[src/rtl/vb_pkg.sv]
package vb_pkg;

  // Where an accepted eviction lands this cycle
  typedef enum logic [2:0] {
    FILL_NONE   = 3'd0,  // no eviction, or forwarded straight to the lookup
    FILL_MERGE  = 3'd1,  // address already held: overwrite in place
    FILL_FREED  = 3'd2,  // slot vacated by this cycle's lookup hit
    FILL_EMPTY  = 3'd3,  // an invalid slot
    FILL_OLDEST = 3'd4   // buffer full: replace least recently inserted
  } fill_src_e;

endpackage

[src/rtl/vb_match.sv]
module vb_match #(
  parameter int ENTRIES = 4,
  parameter int ADDR_W  = 26
) (
  input  logic [ENTRIES-1:0]             valid_q,
  input  logic [ENTRIES-1:0][ADDR_W-1:0] tag_q,
  input  logic                           lookup_valid,
  input  logic [ADDR_W-1:0]              lookup_addr,
  input  logic                           evict_valid,
  input  logic [ADDR_W-1:0]              evict_addr,
  output logic [ENTRIES-1:0]             lk_match,
  output logic [ENTRIES-1:0]             ev_match,
  output logic                           fwd
);

  // One comparator pair per slot, all evaluated together
  for (genvar g = 0; g < ENTRIES; g++) begin : g_cmp
    assign lk_match[g] = lookup_valid & valid_q[g] & (tag_q[g] == lookup_addr);
    assign ev_match[g] = evict_valid  & valid_q[g] & (tag_q[g] == evict_addr);
  end

  // Same-address probe and eviction in one cycle
  assign fwd = lookup_valid & evict_valid & (lookup_addr == evict_addr);

endmodule

[src/rtl/vb_age.sv]
module vb_age #(
  parameter int ENTRIES = 4
) (
  input  logic               clk,
  input  logic               rst_n,
  input  logic               ins_en,
  input  logic [ENTRIES-1:0] ins_oh,
  output logic [ENTRIES-1:0] oldest_oh
);

  // older_q[i][j] = 1 : slot i was inserted before slot j
  logic [ENTRIES-1:0][ENTRIES-1:0] older_q;
  logic [ENTRIES-1:0][ENTRIES-1:0] older_n;

  always_comb begin
    older_n = older_q;
    if (ins_en) begin
      for (int i = 0; i < ENTRIES; i++) begin
        if (ins_oh[i]) begin
          for (int j = 0; j < ENTRIES; j++) begin
            if (j != i) begin
              older_n[i][j] = 1'b0;
              older_n[j][i] = 1'b1;
            end
          end
        end
      end
    end
  end

  always_ff @(posedge clk or negedge rst_n) begin
    if (!rst_n) begin
      for (int i = 0; i < ENTRIES; i++) begin
        for (int j = 0; j < ENTRIES; j++) begin
          older_q[i][j] <= (i < j);
        end
      end
    end else if (ins_en) begin
      older_q <= older_n;
    end
  end

  // A slot is oldest when it is older than every other slot
  always_comb begin
    for (int i = 0; i < ENTRIES; i++) begin
      logic [ENTRIES-1:0] row;
      row         = older_q[i];
      row[i]      = 1'b1;
      oldest_oh[i] = &row;
    end
  end

endmodule

[src/rtl/vb_slot_sel.sv]
module vb_slot_sel
  import vb_pkg::*;
#(
  parameter int ENTRIES = 4
) (
  input  logic               evict_valid,
  input  logic               fwd,
  input  logic [ENTRIES-1:0] valid_q,
  input  logic [ENTRIES-1:0] lk_match,
  input  logic [ENTRIES-1:0] ev_match,
  input  logic [ENTRIES-1:0] oldest_oh,
  output logic               fill_en,
  output logic [ENTRIES-1:0] fill_oh,
  output fill_src_e          fill_src
);

  logic [ENTRIES-1:0] free_oh;

  // Lowest-numbered invalid slot
  always_comb begin
    free_oh = '0;
    for (int i = ENTRIES - 1; i >= 0; i--) begin
      if (!valid_q[i]) begin
        free_oh    = '0;
        free_oh[i] = 1'b1;
      end
    end
  end

  always_comb begin
    fill_src = FILL_NONE;
    fill_oh  = '0;
    if (evict_valid && !fwd) begin
      if (|ev_match) begin
        fill_src = FILL_MERGE;
        fill_oh  = ev_match;
      end else if (|lk_match) begin
        fill_src = FILL_FREED;
        fill_oh  = lk_match;
      end else if (|free_oh) begin
        fill_src = FILL_EMPTY;
        fill_oh  = free_oh;
      end else begin
        fill_src = FILL_OLDEST;
        fill_oh  = oldest_oh;
      end
    end
  end

  assign fill_en = (fill_src != FILL_NONE);

endmodule

[src/rtl/vb_store.sv]
module vb_store #(
  parameter int ENTRIES = 4,
  parameter int ADDR_W  = 26,
  parameter int DATA_W  = 64
) (
  input  logic                           clk,
  input  logic                           rst_n,
  input  logic [ENTRIES-1:0]             clr_mask,
  input  logic                           fill_en,
  input  logic [ENTRIES-1:0]             fill_oh,
  input  logic                           merge,
  input  logic [ADDR_W-1:0]              ev_addr,
  input  logic [DATA_W-1:0]              ev_data,
  input  logic                           ev_dirty,
  output logic [ENTRIES-1:0]             valid_q,
  output logic [ENTRIES-1:0][ADDR_W-1:0] tag_q,
  output logic [ENTRIES-1:0][DATA_W-1:0] data_q,
  output logic [ENTRIES-1:0]             dirty_q
);

  for (genvar g = 0; g < ENTRIES; g++) begin : g_slot
    logic ld;
    logic valid_n;
    logic dirty_n;

    assign ld = fill_en & fill_oh[g];

    // Clear from a lookup hit first, a fill of the same slot wins
    always_comb begin
      valid_n = valid_q[g];
      if (clr_mask[g]) valid_n = 1'b0;
      if (ld)          valid_n = 1'b1;
      dirty_n = merge ? (ev_dirty | dirty_q[g]) : ev_dirty;
    end

    always_ff @(posedge clk or negedge rst_n) begin
      if (!rst_n) begin
        valid_q[g] <= 1'b0;
      end else begin
        valid_q[g] <= valid_n;
      end
    end

    // Payload registers: loaded only with an enable, read only when valid
    always_ff @(posedge clk) begin
      if (ld) begin
        tag_q[g]   <= ev_addr;
        data_q[g]  <= ev_data;
        dirty_q[g] <= dirty_n;
      end
    end
  end

endmodule

[src/rtl/victim_buffer.sv]
module victim_buffer
  import vb_pkg::*;
#(
  parameter int ENTRIES = 4,
  parameter int ADDR_W  = 26,
  parameter int DATA_W  = 64
) (
  input  logic              clk,
  input  logic              rst_n,
  input  logic              evict_valid,
  input  logic [ADDR_W-1:0] evict_addr,
  input  logic [DATA_W-1:0] evict_data,
  input  logic              evict_dirty,
  input  logic              lookup_valid,
  input  logic [ADDR_W-1:0] lookup_addr,
  output logic              hit,
  output logic [DATA_W-1:0] hit_data,
  output logic              hit_dirty,
  output logic              wb_valid,
  output logic [ADDR_W-1:0] wb_addr,
  output logic [DATA_W-1:0] wb_data
);

  logic [ENTRIES-1:0]             valid_q;
  logic [ENTRIES-1:0][ADDR_W-1:0] tag_q;
  logic [ENTRIES-1:0][DATA_W-1:0] data_q;
  logic [ENTRIES-1:0]             dirty_q;
  logic [ENTRIES-1:0]             lk_match;
  logic [ENTRIES-1:0]             ev_match;
  logic                           fwd;
  logic [ENTRIES-1:0]             oldest_oh;
  logic                           fill_en;
  logic [ENTRIES-1:0]             fill_oh;
  fill_src_e                      fill_src;

  logic [DATA_W-1:0] rd_data;
  logic              rd_dirty;
  logic [ADDR_W-1:0] old_addr;
  logic [DATA_W-1:0] old_data;
  logic              old_dirty;

  vb_match #(
    .ENTRIES (ENTRIES),
    .ADDR_W  (ADDR_W)
  ) u_match (
    .valid_q      (valid_q),
    .tag_q        (tag_q),
    .lookup_valid (lookup_valid),
    .lookup_addr  (lookup_addr),
    .evict_valid  (evict_valid),
    .evict_addr   (evict_addr),
    .lk_match     (lk_match),
    .ev_match     (ev_match),
    .fwd          (fwd)
  );

  vb_age #(
    .ENTRIES (ENTRIES)
  ) u_age (
    .clk       (clk),
    .rst_n     (rst_n),
    .ins_en    (fill_en),
    .ins_oh    (fill_oh),
    .oldest_oh (oldest_oh)
  );

  vb_slot_sel #(
    .ENTRIES (ENTRIES)
  ) u_sel (
    .evict_valid (evict_valid),
    .fwd         (fwd),
    .valid_q     (valid_q),
    .lk_match    (lk_match),
    .ev_match    (ev_match),
    .oldest_oh   (oldest_oh),
    .fill_en     (fill_en),
    .fill_oh     (fill_oh),
    .fill_src    (fill_src)
  );

  vb_store #(
    .ENTRIES (ENTRIES),
    .ADDR_W  (ADDR_W),
    .DATA_W  (DATA_W)
  ) u_store (
    .clk      (clk),
    .rst_n    (rst_n),
    .clr_mask (lk_match),
    .fill_en  (fill_en),
    .fill_oh  (fill_oh),
    .merge    (fill_src == FILL_MERGE),
    .ev_addr  (evict_addr),
    .ev_data  (evict_data),
    .ev_dirty (evict_dirty),
    .valid_q  (valid_q),
    .tag_q    (tag_q),
    .data_q   (data_q),
    .dirty_q  (dirty_q)
  );

  // One-hot read of the matching slot and of the oldest slot
  always_comb begin
    rd_data   = '0;
    rd_dirty  = 1'b0;
    old_addr  = '0;
    old_data  = '0;
    old_dirty = 1'b0;
    for (int i = 0; i < ENTRIES; i++) begin
      if (lk_match[i]) begin
        rd_data  = rd_data | data_q[i];
        rd_dirty = rd_dirty | dirty_q[i];
      end
      if (oldest_oh[i]) begin
        old_addr  = old_addr | tag_q[i];
        old_data  = old_data | data_q[i];
        old_dirty = old_dirty | dirty_q[i];
      end
    end
  end

  assign hit       = fwd | (|lk_match);
  assign hit_data  = fwd ? evict_data : rd_data;
  assign hit_dirty = fwd ? (evict_dirty | rd_dirty) : rd_dirty;

  assign wb_valid = (fill_src == FILL_OLDEST) & old_dirty;
  assign wb_addr  = wb_valid ? old_addr : '0;
  assign wb_data  = wb_valid ? old_data : '0;

endmodule

[config.mk]
export PLATFORM = sky130hd
export DESIGN_NAME = victim_buffer
export DESIGN_NICKNAME = d
export VERILOG_FILES = /design/src/rtl/vb_pkg.sv /design/src/rtl/vb_match.sv /design/src/rtl/vb_age.sv /design/src/rtl/vb_slot_sel.sv /design/src/rtl/vb_store.sv /design/src/rtl/victim_buffer.sv
export SDC_FILE = /design/constraint.sdc
export NUM_CORES = 1
export LEC_CHECK = 0
export BUFFER_PORTS_ARGS = -buffer_cell sky130_fd_sc_hd__buf_4
export CAP_MARGIN = 20
export CORE_MARGIN = 8
export CORE_UTILIZATION = 33
export DETAILED_ROUTE_END_ITERATION = 16
export GPL_TIMING_DRIVEN = 0
export PLACE_DENSITY = 0.5
export SYNTH_ARGS = -nofsm -noshare
export SYNTH_HDL_FRONTEND = slang
export SYNTH_SLANG_ARGS = --single-unit
[constraint.sdc]
create_clock -name clk -period 10.3 [get_ports clk]
set_input_delay 1.03 -clock clk [delete_from_list [all_inputs] [get_ports clk]]
set_output_delay 1.03 -clock clk [all_outputs]
set_load 0.1 [all_outputs]
After elaboration in Yosys (flattened, before gate mapping)
Index checks and enable logic that the tools add are counted.
- register bits: 380
- input bits: 121
- output and inout bits: 157
- logic and storage cells: 171
- equality and inequality tests: 11
- muxes and demuxes: 62
- bitwise logic cells: 44
- reduce and logical (&&, ||, !) cells: 26
- operator list (operator ; count):
    $mux W64 ; 10
    $or A64 B64 Y64 ; 6
    $eq A26 B26 Y1 ; 9
    $mux W26 ; 5
    $or A26 B26 Y26 ; 3
    $mux W4 ; 10
    $mux W1 ; 31
    $and A1 B1 Y1 ; 23
    $reduce_bool A2 Y1 ; 10
    $mux W3 ; 4
    $or A1 B1 Y1 ; 12
    $reduce_and A2 Y1 ; 6
    $reduce_and A3 Y1 ; 4
    $reduce_or A4 Y1 ; 3
    $mux W2 ; 2
    $eq A3 B1 Y1 const B ; 1
    $eq A3 B3 Y1 const B ; 1
    $reduce_bool A3 Y1 ; 1
    $logic_and A1 B1 Y1 ; 1
    $logic_not A1 Y1 ; 1

Depth between registers and ports, before layout
Gate-level depths: netlist of the first run.
- word-level depth: 12
- mapped depth: 12
- gate-level depth less buffers: 9

By module
A second synthesis of the first run with hierarchy kept.
- cell total of the unflattened synthesis: 1453
- area total of the unflattened synthesis: 19172.1 µm²
- modules (own cells, without submodules) (module ; instances ; cells an instance ; area each (µm²) ; seq. area each (µm²)):
    vb_store ; 1 ; 384 ; 11140.7 ; 11030.6
    victim_buffer ; 1 ; 622 ; 4252.8 ; 0.0
    vb_match ; 1 ; 376 ; 3111.7 ; 0.0
    vb_age ; 1 ; 39 ; 474.2 ; 307.8
    vb_slot_sel ; 1 ; 32 ; 192.7 ; 0.0

Worst setup path after synthesis of the first run
No wires, ideal clock.
- kind: input-to-reg
- start point: input port lookup_addr[6]
- end point: register u_store.data_q[192] (netlist bit) (enable)
- setup time: 0.486 ns
- data arrival time: 4.932 ns
- required time: 9.814 ns
- path slack: 4.882 ns
- cell stages on the path: 8
- path buffers: 2
- cells stage by stage: buf_2 xor2_1 nor4_1 nand2_1 nor4_4 buf_2 o21bai_1 a21boi_2
- longest elaborated chain between the ends: 8
- elaborated cells on any way between the ends: 21
- classes of those cells: eq/ne (5); mux (6); bitwise (6); reduce/logical (4)
- RTL lines (element ; line ; RTL):
    from (decl) ; victim_buffer.sv:15 ; input logic [ADDR_W-1:0] lookup_addr,
    $eq A26 B26 Y1 ; vb_match.sv:18 ; assign lk_match[g] = lookup_valid & valid_q[g] & (tag_q[g] == lookup_addr);
    $and A1 B1 Y1 ; vb_match.sv:18 ;
    $reduce_or A4 Y1 ; vb_slot_sel.sv:37 ; end else if (|lk_match) begin
    $mux W3 ; vb_slot_sel.sv:37 ;
    $mux W3 ; vb_slot_sel.sv:34 ; if (|ev_match) begin
    $mux W3 ; vb_slot_sel.sv:33 ; if (evict_valid && !fwd) begin
    $reduce_bool A3 Y1 ; vb_slot_sel.sv:50 ; assign fill_en = (fill_src != FILL_NONE);
    $and A1 B1 Y1 (*) ; vb_store.sv:26 ; assign ld = fill_en & fill_oh[g];
    via u_store.g_slot[3].ld ; vb_store.sv:22 ; logic ld;
    to (signal, indexed assignment) ; vb_store.sv:48 ; data_q[g] <= ev_data;
    to (decl) ; vb_store.sv:17 ; output logic [ENTRIES-1:0][DATA_W-1:0] data_q,
The timed path passes the listed nets; every way through them passes the cells marked *.
A chain may end at the register's enable or synchronous reset.

Worst setup path after layout of the first run
- start point: input port evict_addr[14]
- end point: output port hit_data[55]
- longest elaborated chain between the ends: 3
- RTL lines (element ; line ; RTL):
    from (decl) ; victim_buffer.sv:11 ; input logic [ADDR_W-1:0] evict_addr,
    $eq A26 B26 Y1 ; vb_match.sv:23 ; assign fwd = lookup_valid & evict_valid & (lookup_addr == evict_addr);
    $and A1 B1 Y1 ; vb_match.sv:23 ;
    $mux W64 ; victim_buffer.sv:122 ; assign hit_data = fwd ? evict_data : rd_data;
    to (decl) ; victim_buffer.sv:17 ; output logic [DATA_W-1:0] hit_data,
Every way passes these cells.

==> metrics.md, run 1 <==
| Metric | Value |
|---|---|
| Worst slew pin tran | `about 1.0 ns` |
| Asr flop ratio synth | `under 10%` |
| First-pass GRT wire length | `104,000 um` |
| Startpoint Class | `input port` |
| Core area | `just under 0.06 mm2` |
| Buffers added on ports | `~250` |
| Clk Latency, worst-skew pair | `between 0.5 and 0.6 ns` |
| CTS tree | `built` |
| Yosys warning total | `0` |
| Leakage | `roughly 8.4 nW` |
| Max-cap violations | `0` |
| Row cnt | `88` |
| Critical-path cell list | `buf_4 -> buf_2 -> xor2_1 -> nor4_1 -> nand4_1 -> nor4_2 -> buf_2 -> buf_2 -> mux2_2 -> buf_4` |
| Crit Path Class | `input port to primary output` |
| CP Max Fanout | `10` |
| Worst vdd ir | `approximately 130 uV` |
| Synth-to-Final Area Change | `22.9%` |
| Synth Area per Inst | `13.2 um2` |
| Mapped Cells | `1,456` |
| Top_reg_cell synth | `edfxtp_1` |
| Crit path arrival time | `about 4.6 ns` |
| Syn Std Cell Area | `between 0.015 and 0.02 mm2` |
| Slew Limit Headroom | `~30%` |
| I/O Pins | `approximately 280` |
| CP most frequent cell | `buf_2` |
| Final setup fails | `0` |
| Final max-slew violation count | `0` |
| Routed WL per cell | `between 20 and 30 um` |
| Initial antenna violation count | `9` |
| HPWL after DPL | `around 53,000 um` |
| Skew final | `between 0.03 and 0.04 ns` |
| CP Data Required Time | `9.27 ns` |
| Initial DRC count | `between 1,000 and 1,500` |
| Highest clock rate | `about 180 MHz` |
| Post-layout minimum cycle time | `roughly 5.6 ns` |
| Post-synth EDFFs | `364` |
| Fin util | `41.1%` |
| DR DRC count | `0` |
| Hold_buf cts | `0` |
| Worst-path clk slew | `~0.060 ns` |
| Initial Util | `roughly a third` |
| Outcome | `completed` |
| Total power per unit cell area | `231 mW/mm2` |
| Netlist cell types | `46` |
| Clk buf depth | `3` |
| Slowest cell delay on critical path | `0.80 ns` |
| DR vias/cell | `about 5.5` |
| Buf/Inv on CP | `5` |
| Crit path max-delay family | `simple AND/OR/NAND/NOR gates` |
| Slowest CP cell | `nor4_2` |
| Final nets | `about 1,900` |
| CTS buffer count | `between 40 and 50` |
| Vias in the first global route | `around 15,000` |
| Layout cells sized above 1 | `~33%` |
| DR vias | `about 14,000` |
| Global placement routability congestion | `roughly 1` |
| Largest net degree at the start of global routing | `61` |
| DRT Wirelength | `73,200 um` |
| Global route overflow | `0` |
| Routed Antenna Nets | `0` |
| DRT Pass-1 Iters | `5` |
| Final period util | `between 50% and 60%` |
| RSZ-0062 raised after global routing | `no` |
| Endpoint class of the critical path | `primary output` |
| Final hold viol count | `0` |
| DIE HEIGHT | `between 200 and 300 um` |
| All-Layer GR Usage | `21.1%` |
| Aggregate negative setup slack | `0 ns` |
| Hold Crit Class | `input port to async pin` |
| CTS root buf | `clkbuf_16` |
| Synth Register Bits | `between 300 and 400` |
| Die span in x | `~260 um` |
| Part of the Yosys area used for sequential elements | `58.8%` |
| H-Tree Depth | `2` |
| Die Area | `roughly 0.066 mm2` |
| Sink Count | `380` |
| Post_cts resized | `0` |
| Post-CTS setup buffer count | `0` |
| Syn nets | `1,577` |
-- worst paths after layout --
| check | startpoint | to | slack (ns) | cells past startpoint |
|---|---|---|---|---|
| max reg2reg | u_store.tag_q[70] | u_store.tag_q[63] | 6.27 | 9 |
| min reg2reg | u_age.older_q[6] | u_age.older_q[6] | 0.49 | 2 |
| min | rst_n | u_age.older_q[9] | 0.29 | 1 |
| max in group asynchronous | rst_n | u_age.older_q[7] | 9.75 | 1 |
| min in group clk | u_age.older_q[6] | u_age.older_q[6] | 0.49 | 2 |
| max | evict_addr[14] | hit_data[55] | 4.65 | 10 |
-- where the power goes --
| group | internal [mW] | leakage [nW] | switching, mW |
|---|---|---|---|
| clock network | 0.837 | 0.650 | 0.645 |
| registers | 2.00 | 3.48 | 0.149 |
| logic | 0.463 | 4.25 | 1.37 |
-- placed cells by master (no fill, tap or decap), types with 4 or more instances in the layout --
| cell type | Yosys | final |
|---|---|---|
| clkinv_2 | 0 | 10 |
| clkinv_1 | 0 | 8 |
| o21a_1 | 4 | 4 |
| a21oi_1 | 5 | 5 |
| nor4_1 | 40 | 40 |
| clkinvlp_4 | 0 | 4 |
| a21oi_2 | 89 | 89 |
| buf_12 | 0 | 4 |
| xnor2_1 | 89 | 89 |
| o21bai_1 | 4 | 4 |
| nand3_1 | 13 | 13 |
| buf_6 | 11 | 12 |
| buf_4 | 1 | 252 |
| a22oi_1 | 309 | 309 |
| nand4_1 | 27 | 27 |
| xor2_1 | 145 | 145 |
| nor3_1 | 4 | 4 |
| inv_1 | 9 | 9 |
| nor2_1 | 11 | 11 |
| nand2_1 | 79 | 79 |
| edfxtp_1 | 364 | 364 |
| a21o_1 | 9 | 9 |
| clkbuf_1 | 50 | 58 |
| buf_16 | 0 | 4 |
| dfstp_2 | 6 | 6 |
| clkbuf_16 | 0 | 44 |
| dfrtp_1 | 10 | 10 |
| buf_2 | 77 | 76 |
| mux2_2 | 64 | 64 |
-- cell usage after synthesis (2+ instances only) --
master | number | area [um2]
a21o_1 | 9 | 67.6
a21oi_1 | 5 | 25.0
a21oi_2 | 89 | 780
a22oi_1 | 309 | 2320
and2_1 | 3 | 18.8
and3_1 | 3 | 18.8
buf_2 | 77 | 385
buf_6 | 11 | 124
clkbuf_1 | 50 | 188
dfrtp_1 | 10 | 250
dfstp_2 | 6 | 158
edfxtp_1 | 364 | 10900
inv_1 | 9 | 33.8
inv_2 | 3 | 11.3
mux2_2 | 64 | 721
nand2_1 | 79 | 297
nand3_1 | 13 | 65.1
nand4_1 | 27 | 169
nor2_1 | 11 | 41.3
nor3_1 | 4 | 20.0
nor4_1 | 40 | 250
nor4_2 | 2 | 25.0
nor4_4 | 3 | 63.8
o21a_1 | 4 | 30.0
o21ai_0 | 2 | 10.0
o21ba_1 | 2 | 20.0
o21bai_1 | 4 | 30.0
or4_1 | 3 | 22.5
xnor2_1 | 89 | 780
xor2_1 | 145 | 1270
-- state kept, by name, summed over array words and instances, names as in the netlist --
signal           count
u_age.older_q       12
u_store.data_q     256
u_store.dirty_q      4
u_store.tag_q      104
u_store.valid_q      4
-- layout make-up --
cell class / instances / area (um2)
clock inverter: 26 / 216
tap: 765 / 957
antenna: 3 / 7.51
sequential: 380 / 11300
multi-input combinational: 925 / 7200
buffer: 139 / 711
clock buffer: 52 / 1130
inverter: 12 / 55.1
fill: 5468 / 34000
timing repair buffer: 259 / 2070
-- kinds of logic after synthesis --
| group | count (synthesis) | share of synthesized area, % |
|---|---|---|
| multiplexers | 64 | 3.74 |
| AO/OA/AOI/OAI | 433 | 17.6 |
| AND/OR/NAND/NOR | 194 | 5.40 |
| buffers and inverters | 151 | 3.89 |
| flip-flops | 380 | 58.8 |
| XOR/XNOR | 234 | 10.6 |
-- per-stage QoR --
stage / area [um2] / instances / power [mW] / hold WS, ns / setup slack, ns
4_1_cts: 23700 / 2558 / 5.51 / 0.269 / 4.58
2_1_floorplan: 19300 / 1456 / 3.34 / 0.456 / 4.88
6_report: 23700 / 2561 / 5.46 / 0.294 / 4.65
3_3_place_gp: 22100 / 2472 / 3.99 / 0.467 / 1.25
5_1_grt: 23700 / 2558 / 5.66 / 0.287 / 4.47
3_5_place_dp: 22300 / 2480 / 4.02 / 0.475 / 4.60
-- routing by layer --
metal / track usage (%) / vias to the layer above / part of all wire [%]
li1: - / 6254 / -
met1: 27.1 / 7074 / 42
met2: 34.9 / 524 / 48
met3: 4.88 / 118 / 7.1
met4: 7.08 / 10 / 3.2
met5: 0 / - / 0.11
Note: power is estimated with default switching activity, not from simulation.
==> run 2: changes to the inputs <==
--- a/config.mk
+++ b/config.mk
@@ -11,7 +11,7 @@
 export CORE_UTILIZATION = 33
 export DETAILED_ROUTE_END_ITERATION = 16
 export GPL_TIMING_DRIVEN = 0
-export PLACE_DENSITY = 0.5
+export PLACE_DENSITY = 0.52
 export SYNTH_ARGS = -nofsm -noshare
 export SYNTH_HDL_FRONTEND = slang
 export SYNTH_SLANG_ARGS = --single-unit
==> constraint.sdc (replaced) <==
create_clock -name clk -period 4.7 [get_ports clk]
set_input_delay 0.47 -clock clk [delete_from_list [all_inputs] [get_ports clk]]
set_output_delay 0.47 -clock clk [all_outputs]
set_load 0.1 [all_outputs]
==> run 2 against run 1 <==
  * Sequential share of layout area fell by 0.30 points
  * Register-to-register slack worse by 5.4 ns
  * Total power is 120% higher
  * Largest power group unchanged
  * Sequential power is 120% higher
  * Critical endpoint unchanged
  * Die area unchanged
==> metrics.md, run 2 (synthesized netlist as in run 1, its figures left out) <==
| Metric | Value |
|---|---|
| I/O Pins | `278 (unchanged)` |
| Largest register FFs | `256 (unchanged)` |
| Routed WL per cell | `28.4 um (-0.72%)` |
| Skew final | `0.0380 ns (+0.00610 ns)` |
| DR vias/cell | `5.51 (+1.0%)` |
| Leakage | `8.45 nW (+0.74%)` |
| Finished Cell Area | `0.0238 mm2 (+0.63%)` |
| CP Data Required Time | `4.23 ns (-5.04 ns)` |
| R2R Setup Slk | `0.82 ns (-5.45 ns)` |
| DRT Pass-1 Iters | `5 (unchanged)` |
| Worst vdd ir | `287 uV (+120%)` |
| Core area | `0.0577 mm2 (unchanged)` |
| Highest clock rate | `about 220 MHz` |
| Placed inst area | `0.0224 mm2 (+0.22%)` |
| R2R Path Start | `u_store.tag_q[40]` |
| Slew Limit Headroom | `26.6% (-3.6 points)` |
| Worst R2R Path Depth | `9 (unchanged)` |
| DR vias | `14,200 (+1.4%)` |
| WHS Endpoint | `u_store.data_q[34]` |
| Storage cell area | `0.0113 mm2 (unchanged)` |
| Buffers added on ports | `251 (unchanged)` |
| Vias in the first global route | `14,700 (+0.16%)` |
| Worst slew pin tran | `1.09 ns (+0.0443 ns)` |
| # fillers | `5,477 (+0.16%)` |
| Clk Latency, worst-skew pair | `0.61 ns (+0.02 ns)` |
| Endpoint class of the critical path | `primary output` |
| H-Tree Depth | `2 (unchanged)` |
| Synth-to-Final Area Change | `23.7%` |
| Die span in x | `258 um (unchanged)` |
| Max-cap violations | `0 (unchanged)` |
| Initial Util | `33.4% (unchanged)` |
| Die Area | `0.0664 mm2 (unchanged)` |
| Startpoint Class | `input port` |
| Multi-input gate area | `0.00720 mm2 (unchanged)` |
| CTS tree | `built` |
| Post_cts resized | `0 (unchanged)` |
| Final setup fails | `0 (unchanged)` |
| DRT Wirelength | `73,000 um (-0.37%)` |
| Registers with the most flip-flops | `u_store.data_q: 256 flops, u_store.tag_q: 104 flops, u_age.older_q: 12 flops` |
| Biggest register | `u_store.data_q` |
| All-Layer GR Usage | `21.1% (-0.051 points)` |
| Initial antenna violation count | `8 (-1)` |
| Total power per unit cell area | `509 mW/mm2 (+120%)` |
| Initial DRC count | `1,277 (-0.23%)` |
| Worst-path clk slew | `0.06 ns (about the same)` |
| RSZ-0062 raised after global routing | `no` |
| Largest net degree at the start of global routing | `60 (-1.6%)` |
| Crit path arrival time | `4.13 ns (-0.49 ns)` |
| Commonest non-fill, non-tap cell in the layout | `edfxtp_1` |
| CTS buffer count | `44 (unchanged)` |
| Row cnt | `88 (unchanged)` |
| Final max-slew violation count | `0 (unchanged)` |
| Clk buf depth | `3 (unchanged)` |
| DR DRC count | `0 (unchanged)` |
| Crit Path Class | `input port to primary output` |
| Layout cells sized above 1 | `32.4% (-0.13 points)` |
| Final period util | `between 90 and 100%` |
| Hold Path Stages | `1` |
| HPWL after DPL | `52,500 um (about the same)` |
| Sink Count | `380 (unchanged)` |
| Hold Crit Class | `input port to flip-flop` |
| CTS root buf | `clkbuf_16` |
| Routed Antenna Nets | `0 (unchanged)` |
| First-pass GRT wire length | `104,000 um (+0.65%)` |
| Final hold viol count | `0 (unchanged)` |
| CP Max Fanout | `10 (unchanged)` |
| Global placement routability congestion | `0.981 (-0.17%)` |
| DIE HEIGHT | `258 um (unchanged)` |
| Reg2reg end | `u_store.tag_q[67]` |
| Most frequent cells in the layout | `edfxtp_1 (364), a22oi_1 (309), buf_4 (254), xor2_1 (145)` |
| Global route overflow | `0 (unchanged)` |
| Outcome | `completed` |
| Post-layout minimum cycle time | `between 4 and 5 ns` |
| Final nets | `1,886 (+0.21%)` |
| Hold Path Origin | `evict_data[34]` |
| Pwr Total | `12.1 mW (+120%)` |
## run 2: cell types whose count changed in the layout (fill, tap and decap cells not counted), sizes merged
cell	before	now
buf	348	351
bufinv	2	4
clkbuf	102	103
clkinv	20	18
clkinvlp	4	3
diode	3	5
dlygate4sd3	0	1
inv	12	15
## run 2: cell type report
cell class              instances  area share (%)
flip-flops and latches        380            47.6
multi-input cells             925            30.2
repair buffers                263            9.02
clock buffers                  53            4.76
well taps                     765            4.01
plain buffers                 139            2.98
clock inverters                28            1.19
inverters                      12           0.231
diodes                          5          0.0525
## run 2: how the worst max path moves through the flow
stage                       from  cells after the start  slack (ns)             endpoint
6_report          evict_addr[14]                     10        0.10         hit_data[55]
3_5_place_dp      evict_addr[14]                     10        0.12         hit_data[55]
4_1_cts        u_store.tag_q[14]                     10        0.01         hit_data[59]
3_3_place_gp      lookup_addr[6]                      8       -1.80  u_store.data_q[225]
2_1_floorplan     evict_addr[17]                      9        0.64          wb_data[63]
5_1_grt        u_store.tag_q[59]                     10      0.0004         hit_data[36]
## run 2: through the flow
stage	std cells	utilization [%]	TNS, ns	hold WS [ns]	worst slack, ns
after global placement	2472	38.4	-332.88	0.340	-1.80
after detailed placement	2481	38.8	0	0.345	0.120
after CTS	2565	41.3	0	0.0466	0.0133
after floorplan	1456	-	0	0.174	0.640
after global routing	2567	41.3	0	0.0599	0.000357
final	2570	41.3	0	0.0736	0.105
## run 2: critical path, stage by stage
cell and delay [ns]:
buf_4 0.13, buf_2 0.18, xor2_1 0.16, nor4_1 0.46
nand4_1 0.22, nor4_2 0.98, buf_2 0.50, buf_2 0.36
mux2_2 0.41, buf_4 0.24
## run 2: power by group
part	switching, mW	internal [mW]	leakage, nW
Combinational	3.00	1.03	4.29
Clock	1.43	1.96	0.676
Sequential	0.333	4.39	3.48
## run 2: metal layers
metal  GRT usage [%]  share of wire [%]
met5               0              0.056
met4            6.37                2.6
met3            4.59                6.7
met2            34.9                 48
met1            27.5                 42
## run 2: timing repair
item	CTS	global route
pin swaps	1	2
buffers inserted	2	0
hold buffers	1	0
hold endpoints to repair	16	0
setup endpoints to repair	29	28
==> run 3: changes to the inputs <==
--- a/config.mk
+++ b/config.mk
@@ -11,7 +11,7 @@
 export CORE_UTILIZATION = 33
 export DETAILED_ROUTE_END_ITERATION = 16
 export GPL_TIMING_DRIVEN = 0
-export PLACE_DENSITY = 0.52
+export SETUP_SLACK_MARGIN = 0.2
 export SYNTH_ARGS = -nofsm -noshare
 export SYNTH_HDL_FRONTEND = slang
 export SYNTH_SLANG_ARGS = --single-unit
==> run 3 against run 2 <==
  * Highest routed layer unchanged
  * Cell count unchanged
  * Sequential share of layout area decreased by 0.34 points
  * Critical path depth unchanged
  * Hold slack got worse by 0.0012 ns
  * Sequential cell count unchanged
  * Count of clock-buffer cells in the layout decreased by 7
  * Maximum frequency increased by 3.2%
  * Sequential power about the same
  * Die area unchanged
==> metrics.md, run 3 (synthesized netlist as in run 1, its figures left out) <==
| Metric | Value |
|---|---|
| Routed Antenna Nets | `0 (unchanged)` |
| Hold Crit Class | `input port to flip-flop` |
| Highest clock rate | `225 MHz (+3.2%)` |
| DIE HEIGHT | `258 um (unchanged)` |
| Slowest cell delay on critical path | `0.58 ns (-0.40 ns)` |
| Crit path max-delay family | `simple AND/OR/NAND/NOR gates` |
| Commonest non-fill, non-tap cell in the layout | `edfxtp_1` |
| DR vias/cell | `5.54 (+0.37%)` |
| Finished Cell Area | `0.0240 mm2 (+0.72%)` |
| CP Max Fanout | `10 (unchanged)` |
| DP Cell Count | `2,482 (+0.040%)` |
| Max-cap violations | `0 (unchanged)` |
| Global route overflow | `0 (unchanged)` |
| Endpoint class of the critical path | `primary output` |
| Initial DRC count | `1,302 (+2.0%)` |
| CTS buffer count | `42 (-4.5%)` |
| Multi-input gate area | `0.00724 mm2 (+0.50%)` |
| Routed WL per cell | `28.5 um (+0.24%)` |
| Leakage | `8.55 nW (+1.2%)` |
| Registers with the most flip-flops | `u_store.data_q: 256 flops, u_store.tag_q: 104 flops, u_age.older_q: 12 flops` |
| Global placement routability congestion | `0.948 (-3.4%)` |
| Slowest CP cell | `nor4_1` |
| Slew Limit Headroom | `25.6% (-1.0 points)` |
| Worst vdd ir | `296 uV (+3.2%)` |
| RSZ-0062 raised after global routing | `no` |
| Layout cells sized above 1 | `33.3% (+0.85 points)` |
| CP Data Required Time | `4.23 ns (about the same)` |
| Skew final | `0.0405 ns (+0.00244 ns)` |
| Largest net degree at the start of global routing | `70 (+17%)` |
| Startpoint Class | `flip-flop` |
| Crit path depth | `10 (unchanged)` |
| Final hold viol count | `0 (unchanged)` |
| Worst-path clk slew | `0.07 ns (about the same)` |
| CTS tree | `built` |
| Final period util | `94.7% (-3.1 points)` |
| Initial Util | `33.4% (unchanged)` |
| Initial antenna violation count | `7 (-1)` |
| Buf/Inv on CP | `3 (-2)` |
| Vias in the first global route | `14,700 (-0.51%)` |
| Final max-slew violation count | `0 (unchanged)` |
| Sink Count | `380 (unchanged)` |
| Post-route non-filler standard cell count | `2,570 (unchanged)` |
| Critical-path cell list | `xor2_2 -> nor4_1 -> nand4_1 -> nor4_4 -> or4_4 -> or4_1 -> buf_6 -> buf_6 -> a21oi_2 -> buf_4` |
| Clk buf depth | `3 (unchanged)` |
| Final setup fails | `0 (unchanged)` |
| Pre-CTS setup slack | `-0.204 ns (-0.324 ns)` |
| Worst slew pin tran | `1.12 ns (+0.0244 ns)` |
| Core area | `0.0577 mm2 (unchanged)` |
| HPWL after DPL | `52,700 um (+0.50%)` |
| DRT Pass-1 Iters | `5 (unchanged)` |
| Final nets | `1,892 (+0.32%)` |
| DR vias | `14,200 (+0.37%)` |
| Setup ws final | `0.249 ns (+0.144 ns)` |
| Aggregate negative setup slack | `0 ns (unchanged)` |
| H-Tree Depth | `2 (unchanged)` |
| Crit path arrival time | `3.98 ns (-0.15 ns)` |
| Crit Path Class | `flip-flop to primary output` |
| Placed inst area | `0.0224 mm2 (+0.10%)` |
| Total power per unit cell area | `514 mW/mm2 (+0.93%)` |
| # fillers | `5,490 (+0.24%)` |
| I/O Pins | `278 (unchanged)` |
| Hold Path Stages | `1 (unchanged)` |
| Worst R2R Path Depth | `11 (+2)` |
| Row cnt | `88 (unchanged)` |
| DRT Wirelength | `73,100 um (+0.24%)` |
| Clk Latency, worst-skew pair | `0.61 ns (about the same)` |
| Biggest register | `u_store.data_q` |
| Largest register FFs | `256 (unchanged)` |
| Outcome | `completed` |
| CP most frequent cell | `buf_6` |
| DR DRC count | `0 (unchanged)` |
| All-Layer GR Usage | `21.0% (-0.022 points)` |
| Storage cell area | `0.0113 mm2 (unchanged)` |
| First-pass GRT wire length | `104,000 um (-0.57%)` |
| Synth-to-Final Area Change | `24.5%` |
| Most frequent cells in the layout | `edfxtp_1 (364), a22oi_1 (309), buf_4 (261), xor2_1 (143)` |
| Die Area | `0.0664 mm2 (unchanged)` |
| Buffers added on ports | `251 (unchanged)` |
| Die span in x | `258 um (unchanged)` |
| Fin util | `41.6% (+0.30 points)` |
| Post-layout minimum cycle time | `4.45 ns (-0.144 ns)` |
| CTS root buf | `clkbuf_16` |
-- run 3: changes by cell type in the layout (fill, tap and decap cells not counted), moves of 2 or more --
| cell | change |
|---|---|
| buf_4 | +7 |
| clkbuf_1 | -7 |
| bufinv_16 | +4 |
| clkinv_1 | -3 |
| clkinv_2 | +2 |
| diode_2 | -2 |
| inv_6 | -2 |
| nor4_1 | -2 |
| xor2_1 | -2 |
| xor2_2 | +2 |
-- run 3: layer usage --
metal | vias up | share of wire (%) | routed length (um) | GRT usage (%)
li1 | 6280 | - | - | -
met1 | 7222 | 42 | 30500 | 27.2
met2 | 616 | 49 | 35500 | 35.3
met3 | 99 | 7.5 | 5460 | 4.69
met4 | 8 | 2.2 | 1590 | 5.86
met5 | - | 0.072 | 53 | 0
-- run 3: cell type report --
type	instances	share of cell area, %
multi-input cells	925	30.1
plain buffers	139	2.96
clock buffers	46	4.53
repair buffers	271	9.26
well taps	765	3.99
clock inverters	29	1.65
diodes	3	0.0313
inverters	12	0.229
flip-flops and latches	380	47.2
-- run 3: repair_timing --
| action | CTS | global route |
|---|---|---|
| setup endpoints to repair | 182 | 73 |
| pin swaps | 3 | 0 |
| cloned | 0 | 0 |
| hold buffers | 1 | 0 |
| gates resized for setup | 2 | 6 |
| buffers inserted | 9 | 0 |
| endpoints found under the hold margin | 16 | 0 |
-- run 3: path summary, 6_finish.rpt --
check,endpoint,slack (ns),startpoint
setup / recovery,wb_addr[20],0.25,u_store.tag_q[69]
hold / removal,u_store.tag_q[68],0.07,evict_addr[16]
setup reg to reg,u_store.data_q[214],0.66,u_store.tag_q[85]
hold reg to reg,u_age.older_q[8],0.50,u_age.older_q[8]
max in group asynchronous,u_age.older_q[1],4.12,rst_n
min in group asynchronous,u_store.valid_q[2],0.30,rst_n
-- run 3: stage by stage --
stage	hold slack, ns	power [mW]
2_1_floorplan	0.174	7.32
3_5_place_dp	0.337	8.88
3_3_place_gp	0.335	8.75
4_1_cts	0.0411	12.4
5_1_grt	0.0652	12.8
6_report	0.0725	12.3
-- run 3: worst register-to-register path: cells and delay by family, from the launching register on --
kind,cells,cell delay (ns)
flops,1,0.44
xor+xnor,1,0.25
buf+inv,6,1.09
simple gates,3,1.34
compound gates,1,0.63
-- run 3: where the power goes --
group / internal, mW / switching [mW] / leakage, nW
Combinational: 1.04 / 3.04 / 4.35
Clock: 2.12 / 1.42 / 0.713
Sequential: 4.39 / 0.332 / 3.48
Total: 7.55 / 4.79 / 8.55
